===== config.mk =====
export PLATFORM = sky130hd
export DESIGN_NAME = uart_frame_tx
export DESIGN_NICKNAME = d
export VERILOG_FILES = /design/src/rtl/uart_frame_tx.sv
export SDC_FILE = /design/constraint.sdc
export NUM_CORES = 1
export LEC_CHECK = 0
export ABC_AREA = 1
export BUFFER_PORTS_ARGS = -buffer_cell sky130_fd_sc_hd__buf_2
export CAP_MARGIN = 20
export CELL_PAD_IN_SITES_DETAIL_PLACEMENT = 1
export CELL_PAD_IN_SITES_GLOBAL_PLACEMENT = 1
export CORE_ASPECT_RATIO = 0.7
export CORE_MARGIN = 8
export CORE_UTILIZATION = 42
export DETAILED_ROUTE_END_ITERATION = 7
export GPL_TIMING_DRIVEN = 0
export HOLD_SLACK_MARGIN = 0.1
export PLACE_DENSITY_LB_ADDON = 0.1
export SLEW_MARGIN = 40
export SYNTH_ARGS = -nofsm -noshare
export SYNTH_HDL_FRONTEND = slang
export SYNTH_SLANG_ARGS = --single-unit

===== constraint.sdc =====
create_clock -name clk -period 1.65 [get_ports clk]
set_input_delay 0.0825 -clock clk [delete_from_list [all_inputs] [get_ports clk]]
set_output_delay 0.0825 -clock clk [all_outputs]
set_load 0.02 [all_outputs]

===== src/rtl/uart_frame_tx.sv =====
module uart_frame_tx #(
  parameter int OSR = 16,
  parameter int DW  = 9
) (
  input  logic          clk,
  input  logic          rst_n,
  input  logic          tick,
  input  logic [DW-1:0] in_data,
  input  logic          in_valid,
  output logic          in_ready,
  input  logic          cfg_nine,
  input  logic          cfg_msb_first,
  input  logic          cfg_par_en,
  input  logic          cfg_par_odd,
  input  logic          cfg_invert,
  output logic          tx_out,
  output logic          busy
);
  localparam int FW = DW + 3;
  localparam int TW = $clog2(OSR);
  localparam int CW = $clog2(FW + 1);

  logic [FW-1:0] shreg, frame_c;
  logic [TW-1:0] tcnt;
  logic [CW-1:0] bidx, last, last_c;
  logic          inv_q;
  logic [DW-1:0] ord, mask;
  logic          par;
  int            nbits;

  assign in_ready = !busy;
  assign tx_out   = (busy ? shreg[0] : 1'b1) ^ (busy ? inv_q : cfg_invert);

  always_comb begin
    nbits = cfg_nine ? DW : DW - 1;
    mask  = cfg_nine ? {DW{1'b1}} : {1'b0, {(DW-1){1'b1}}};
    par   = (^(in_data & mask)) ^ cfg_par_odd;
    ord   = '0;
    for (int i = 0; i < DW; i++) begin
      if (i < nbits)
        ord[i] = cfg_msb_first ? in_data[nbits-1-i] : in_data[i];
    end
    frame_c    = '1;
    frame_c[0] = 1'b0;
    for (int i = 0; i < DW; i++) begin
      if (i < nbits) frame_c[i+1] = ord[i];
    end
    if (cfg_par_en) frame_c[nbits+1] = par;
    last_c = CW'(nbits + 1) + CW'(cfg_par_en);
  end

  always_ff @(posedge clk or negedge rst_n) begin
    if (!rst_n) begin
      busy  <= 1'b0;
      shreg <= '1;
      tcnt  <= '0;
      bidx  <= '0;
      last  <= '0;
      inv_q <= 1'b0;
    end else if (!busy) begin
      if (in_valid) begin
        busy  <= 1'b1;
        shreg <= frame_c;
        last  <= last_c;
        inv_q <= cfg_invert;
        tcnt  <= '0;
        bidx  <= '0;
      end
    end else if (tick) begin
      if (tcnt == TW'(OSR - 1)) begin
        tcnt <= '0;
        if (bidx == last) busy <= 1'b0;
        else begin
          bidx  <= bidx + 1'b1;
          shreg <= {1'b1, shreg[FW-1:1]};
        end
      end else begin
        tcnt <= tcnt + 1'b1;
      end
    end
  end

  p_accept_busy_r9: assert property (@(posedge clk) disable iff (!rst_n)
    in_valid && in_ready |=> busy);
  p_start_bit_r2: assert property (@(posedge clk) disable iff (!rst_n)
    in_valid && in_ready |=> tx_out == $past(cfg_invert));
  p_hold_between_ticks_r2: assert property (@(posedge clk) disable iff (!rst_n)
    busy && !tick |=> $stable(tx_out));
  p_cfg_frozen_r10: assert property (@(posedge clk) disable iff (!rst_n)
    busy |=> !busy || ($stable(inv_q) && $stable(last)));
  p_ends_on_stop_r2: assert property (@(posedge clk) disable iff (!rst_n)
    $fell(busy) |-> $past(shreg[0]));
endmodule


; Word-level counts from Yosys, hierarchy flattened
; Cells that the tools add are included.
; W data, S select, Z words.
[op_classes]
order_cmp = 20
bitwise_logic = 4
muxes = 71
reduce_logical = 7
eq_ne = 5
n_addsub = 13
[op_table]
columns = cell, count
row1 = $lt A32 B6 Y1 const B, 8
row2 = $mux W12, 6
row3 = $mux W1, 45
row4 = $bmux W1 S4, 9
row5 = $ge A32 B1 Y1 const B, 1
row6 = $mux W4, 8
row7 = $sub A5 B4 Y6 const B, 4
row8 = $lt A3 B4 Y1 const A, 4
row9 = $bwmux W12, 1
row10 = $sub A5 B3 Y6 const B, 2
row11 = $and A9 B9 Y9, 1
row12 = $mux W9, 1
row13 = $reduce_xor A9 Y1, 1
row14 = $add A4 B1 Y4 const B, 2
row15 = $lt A1 B4 Y1 const A, 2
row16 = $lt A2 B4 Y1 const A, 2
row17 = $lt A5 B6 Y1 const B, 1
row18 = $lt A6 B6 Y1 const B, 1
row19 = $sub A5 B2 Y6 const B, 1
row20 = $sub A5 B5 Y6 const B, 1
row21 = $add A4 B1 Y5 const B, 1
row22 = $sub A4 B1 Y5 const B, 1
row23 = $add A4 B1 Y4, 1
row24 = $demux W1 S4, 1
row25 = other kinds (12), 15
[word_totals]
out_inout_bits = 3
register_bits = 26
wordCells = 126
input_bits = 18

; Longest topological paths before layout
; Gate-level depths: netlist of the first run.
[logic_depth]
ltp_word = 12
depth_mapped = 14
ltp_nobuf = 14

; Worst setup path after synthesis of the first run
; No wires, ideal clock.
[synth_timing]
path_type = reg2out
from = register busy
to = output port tx_out
path_buffers = 1
path_slack_ns = 0.156
t_arrival_ns = 1.411
required_time_ns = 1.567
stages_incl_launch_ff = 4
path_cell_list = dfrtp_1 -> inv_2 -> clkbuf_1 -> o21ai_0
[synth_via]
elab_chain_cells = 2
word_cells_on_any_way = 3
classes_between = mux (2) / bitwise (1)
[synth_lines]
columns = element, line_no
row1 = "start, declared", 17  ; output logic busy
row2 = "start signal, assigned", 54  ; busy <= 1'b0;
row3 = "start signal, assigned", 62  ; busy <= 1'b1;
row4 = "start signal, assigned", 72  ; if (bidx == last) busy <= 1'b0;
row5 = $mux W1, 32  ; assign tx_out = (busy ? shreg[0] : 1'b1) ^ (busy ? inv_q : cfg_invert);
row6 = $xor A1 B1 Y1 (*), 32
row7 = "end, declared", 16  ; output logic tx_out,
; Every way passes the cells marked *; elsewhere a longest branch is shown, timed or not.

; Worst setup path in the final report of the first run
[layout_timing]
from = register busy
to = register inv_q
[layout_via]
elab_chain_cells = 2
[layout_lines]
columns = element, line_no
row1 = $not A1 Y1 (no source line), n/a
row2 = $reduce_and A2 Y1 (no source line), n/a
row3 = "end signal, assigned", 65  ; inv_q <= cfg_invert;
row4 = "end, declared", 26  ; logic inv_q;
; No other way between the ends.
; A chain may end at the register's enable or synchronous reset.

==> results of run 1 <==
-- state kept, by name (all words and copies together) (netlist names) --
register  cells
shreg        11
bidx          4
last          4
tcnt          4
busy          1
inv_q         1
-- cell type report --
class                      count  share of cell area (%)
sequential                    25                   34.09
clock buffer                   4                   2.397
timing repair buffer          24                   7.457
tap                           52                   3.462
multi-input combinational    151                   43.94
inverter                      31                   6.192
buffer                         7                   2.463
-- per-stage QoR --
stage | power (mW) | instance area [µm²]
2_1_floorplan | 1.751 | 1632
3_3_place_gp | 1.942 | 1797
3_5_place_dp | 2.005 | 1797
4_1_cts | 2.391 | 1868
5_1_grt | 2.561 | 1879
6_report | 2.364 | 1879
-- worst max-delay path, stage by stage (launching register included) --
cell     delay [ns]
dfrtp_2        0.47
inv_2          0.21
nand2_1        0.14
buf_2          0.22
buf_4          0.19
nand2_1        0.07
o21ai_0        0.08
-- where the power goes --
group	switching (mW)	total, mW	internal, mW	leakage [nW]
clock	0.195	0.368	0.173	0.0228
combinational	0.482	0.864	0.382	0.628
sequential	0.177	1.13	0.956	0.287
-- cells in the final DEF, fill, tap and decap left out, types with 5 or more instances in the layout --
cell,netlist,final
a21oi_1,13,13
a22oi_1,5,5
buf_2,1,21
dfrtp_1,14,13
dfstp_2,11,11
inv_1,24,24
inv_2,6,6
nand2_1,58,58
nand3_1,15,15
nor2_1,6,6
o21ai_0,14,14
o21ai_1,9,9
-- logic make-up (layout without fill, tap and decap cells) --
logic type      after synthesis  after routing  share of synthesized area [%]
compound gates               53             53                          18.94
buf+inv                      39             66                          10.20
flops                        25             25                          39.19
simple gates                 87             87                          24.39
fa+ha+maj                     4              4                          3.068
xor+xnor                      7              7                          4.218
-- layer usage --
layer  GRT usage [%]  up-vias  routed length (µm)  part of all wire [%]
li1                -      762                   -                     -
met1           19.58      747                2150                    48
met2           27.31       27                2092                    47
met3           2.957        4                 167                   3.8
met4           3.299        0                  33                  0.74
met5               0        -                   0                     0
-- how the worst max path moves through the flow --
stage	startpoint	end	depth (start not counted)
2_1_floorplan	busy	tx_out	3
3_3_place_gp	busy	shreg[5]	5
3_5_place_dp	busy	shreg[5]	5
4_1_cts	busy	bidx[2]	6
5_1_grt	busy	last[1]	5
6_report	busy	inv_q	6
-- timing repair --
item,in CTS,in global routing
hold buffers,3,1
endpoints found under the hold margin,16,1
resized for setup,0,1
endpoints found under the setup margin,1,3
==> flow_summary.toml, run 1 <==
[placed_design]
gp_congestion = 0.7954
port_buffers = 20
place_ws_ns = 0.1286
hpwl_um = 3547
dp.cells = 287

[layout]
nFillCells = 495
seq_area_um2 = 640.6
diodes = 0
fin_util_pct = 49.10
stdcell_count = 294
multi_input_area_um2 = 825.8
nets = 265
drive_above_1_share_pct = 21.90
areaGrowthSynthToFinish_pct = 15.18

[worst_setup_path]
r2r-end = "inv_q"
critPathKind = "reg -> reg"
rrSetupSlack_ns = 0.14
worstSetupEndpointType = "register"
crit_arrival_ns = 1.66
regToRegStartpoint = "busy"
cp-start-kind = "register"
path_max_fanout = 12
required_ns = 1.80
worst-r2r-cell-count = 6

[synth]
synth-main-ff-cell = "dfrtp_1"
syn_area_per_cell_um2 = 7.589
ys_ff_latch = 25
synth_edf_count = 0
synthTopCellsByArea = "dfrtp_1 (21%), dfstp_2 (18%), nand2_1 (13%)"
synth_top_cell_area_share_pct = 21.47
ys_seq_area_share_pct = 39.19
synth_cell_type_count = 36
synth_common_cells = "nand2_1 (58), inv_1 (24), nand3_1 (15)"
netlist_instances = 215
syn_nets = 237
async_flop_share_pct = 100.0
synth_area_um2 = 1632
yosys.area.top_type = "dfrtp_1"
synth_warnings = 0
yosysMostFrequentCell = "nand2_1"

[floorplanning]
rows = 19
die_area_um2 = 6167
pin_count = 21
fp.dieW_um = 90.50
fp.dieH_um = 68.15
core_area_um2 = 3827
initial_core_util_pct = 42.63

[drt]
dr.pass1.iters = 4
vias_per_cell = 5.238
ant_nets = 0
wire_per_inst_um = 15.12
drtIter0Drc = 39
post-route-drc-count = 0
finalWirelength_um = 4444
vias = 1540

[run]
max_cap_violations = 0

[clock_network]
htree_levels = 1
post_cts_buffers = 0
cts_max_path_buffers = 2
clk_latency_ns = 0.27
cts_tree = "built"
cts_buffers = 3
cts_sinks = 25
root_buffer = "clkbuf_8"
clk_pin_slew_worst_paths_ns = 0.09

[power_and_ir_drop]
ir_drop_v = 0.0007454
p_leak_nw = 0.9374
powerDensity_nw_per_um2 = 1258

[sta]
finalClockSkew_ns = 0.009576
finalSetupTns_ns = 0
fmax_mhz = 660.1
timing.final.crit_share_pct = 91.82
hold_ws_ns = 0.1545
drv_slew = 0
rsz0062_at_grt = "false"
finalHoldViolations = 0
setup_ws_ns = 0.1350
relSlewSlack_pct = 63.77
setup_violations = 0
period_needed_ns = 1.515
tightest_slew_ns = 0.5434

[status]
status = "finished, final reports clean"

[grt]
grt_pass1_wl_um = 7714
overflow = 0
grt_pass1_vias = 1655
antenna_found_initial = 0
grt_max_degree = 26
grt_util_all_layers_pct = 15.47

[worst_hold_path]
worstHoldEndpoint = "tcnt[1]"
worstHoldPathCells = 4
hp-start = "tick"
hp-class = "in -> reg"
Power figures use the tool's default switching activity.
==> run 2, diff against run 1 <==
- CORE_UTILIZATION: 42 -> 38
- clock period: 1.65 -> 1.3 ns (I/O delays scaled with it)
==> flow_summary.toml, run 2 (synthesis results as in run 1) <==
[power_and_ir_drop]
p_seq_share_pct = 43.3
p_leak_nw = 1.021
p_sw_mw = 1.219
swShare_pct = 36.79
p_comb_share_pct = 42.2
ir_drop_v = 0.0007517
p_int_mw = 2.094
powerDensity_nw_per_um2 = 1596
power_frac_clock_pct = 14.5

[drt]
highest_layer = "met4"
dr.pass1.iters = 4
vias = 1496
post-route-drc-count = 0
wire_per_inst_um = 14.23
ant_nets = 0
wl_met1_um = 2313
drtIter0Drc = 37
vias_per_cell = 4.889
met2_wirelength_um = 1872
wl_met3_um = 153
finalWirelength_um = 4353

[placed_design]
hpwl_um = 3267
gp_congestion = 0.7387
post_dp_cell_area_um2 = 1803
port_buffers = 20
place_ws_ns = -0.1305

[worst_hold_path]
worstHoldPathCells = 4
hp-class = "in -> reg"

[worst_setup_path]
crit_start = "bidx[1]"
worstSetupEndpointType = "register"
rrSetupSlack_ns = -0.11
required_ns = 1.47
worst_path_max_delay_cell = "dfrtp_1"
worst-r2r-cell-count = 6
path_max_fanout = 10
path_cells = "xnor2_2, nand4_4, nand3_4, buf_8, o21ai_2, nor3b_2"
critPathKind = "reg -> reg"
crit_arrival_ns = 1.58
regToRegStartpoint = "bidx[1]"
endpoint = "bidx[3]"
cp-start-kind = "register"
r2r-end = "bidx[3]"
slowest_delay_ns = 0.45

[clock_network]
cts_sinks = 25
root_buffer = "clkbuf_8"
clk_latency_ns = 0.27
cts_tree = "built"
cts_buffers = 3
htree_levels = 1
cts_max_path_buffers = 2
clk_pin_slew_worst_paths_ns = 0.09

[sta]
drv_slew = 0
period_needed_ns = 1.409
finalHoldViolations = 0
setup_violations = 14
relSlewSlack_pct = 63.22
timing.final.crit_share_pct = 108.4
finalClockSkew_ns = 0.001852
rsz0062_at_grt = "true"
finalSetupTns_ns = -0.9708
hold_ws_ns = 0.1407
tightest_slew_ns = 0.5518
fmax_mhz = 709.9
setup_ws_ns = -0.1087

[floorplanning]
pin_count = 21
initial_core_util_pct = 38.58
rows = 20
fp.dieH_um = 70.82
fp.dieW_um = 94.32
core_area_um2 = 4229
die_area_um2 = 6679

[layout]
top_register = "shreg"
largest_reg_flops = 11
nets = 274
areaGrowthSynthToFinish_pct = 27.22
final_common_cell = "nand2_1"
diodes = 0
design_area_um2 = 2076
nFillCells = 538
drive_above_1_share_pct = 30.68
final_cell_mix = "nand2_1 (56), inv_1 (24), buf_2 (19)"
fin_util_pct = 49.08

[run]
max_cap_violations = 0

[grt]
overflow = 0
antenna_found_initial = 0
grt_util_all_layers_pct = 13.78
grt_pass1_vias = 1575
grt_max_degree = 26
grt_pass1_wl_um = 7500

[status]
status = "finished, violations left"
violations = "negative setup slack"
## run 2: changes by cell type in the layout (fill, tap and decap cells not counted), sizes merged
cell  delta
buf      +9
## run 2: power groups by stage
stage | combinational (mW) | sequential [mW] | clock (mW)
2_1_floorplan | 0.835 | 1.39 | 0
3_3_place_gp | 1.05 | 1.44 | 0
3_5_place_dp | 1.08 | 1.45 | 0
4_1_cts | 1.24 | 1.42 | 0.494
5_1_grt | 1.57 | 1.48 | 0.515
6_report | 1.40 | 1.43 | 0.479
## run 2: repair_timing
| action | CTS | global route |
|---|---|---|
| pin swaps | 0 | 2 |
| setup endpoints to repair | 22 | 20 |
| hold buffers | 4 | 0 |
| hold endpoints to repair | 17 | 0 |
| setup buffers | 5 | 3 |
| gates resized for setup | 13 | 15 |
## run 2: per-stage QoR
stage	total power [mW]	cells
global placement	2.497	290
detailed placement	2.524	290
global route	3.564	306
floorplan	2.227	215
CTS	3.162	303
finish	3.313	306
## run 2: cell type report
type	instances	area [µm²]	share of cell area (%)
Tap cell	55	68.82	3.315
Buffer	8	80.08	3.858
Clock buffer	4	45.04	2.170
Inverter	31	118.9	5.726
Sequential cell	25	640.6	30.86
Multi-Input combinational cell	151	919.6	44.30
Timing Repair Buffer	32	202.7	9.765
## run 2: worst min-delay path by stage
stage,startpoint,end,slack [ns]
floorplan,rst_n,bidx[0],-0.23
global placement,rst_n,tcnt[3],0.1
detailed placement,rst_n,tcnt[2],0.09
CTS,tick,tcnt[1],0.13
global route,tick,tcnt[1],0.15
finish,tick,tcnt[1],0.14
## run 2: worst max-delay path: cells and delay by family, from the launching register on
family	cells	cell delay (ns)
DFF	1	0.45
xor gates and xnor gates	1	0.21
buffers and inverters	1	0.16
and+or+nand+nor	3	0.43
AOI/OAI and AO/OA	1	0.05
## run 2: layer usage
| metal | up-vias | GRT usage [%] |
|---|---|---|
| met5 | - | 0 |
| met2 | 14 | 20.15 |
| met4 | 0 | 2.627 |
| li1 | 781 | - |
| met1 | 699 | 19.89 |
| met3 | 2 | 3.277 |
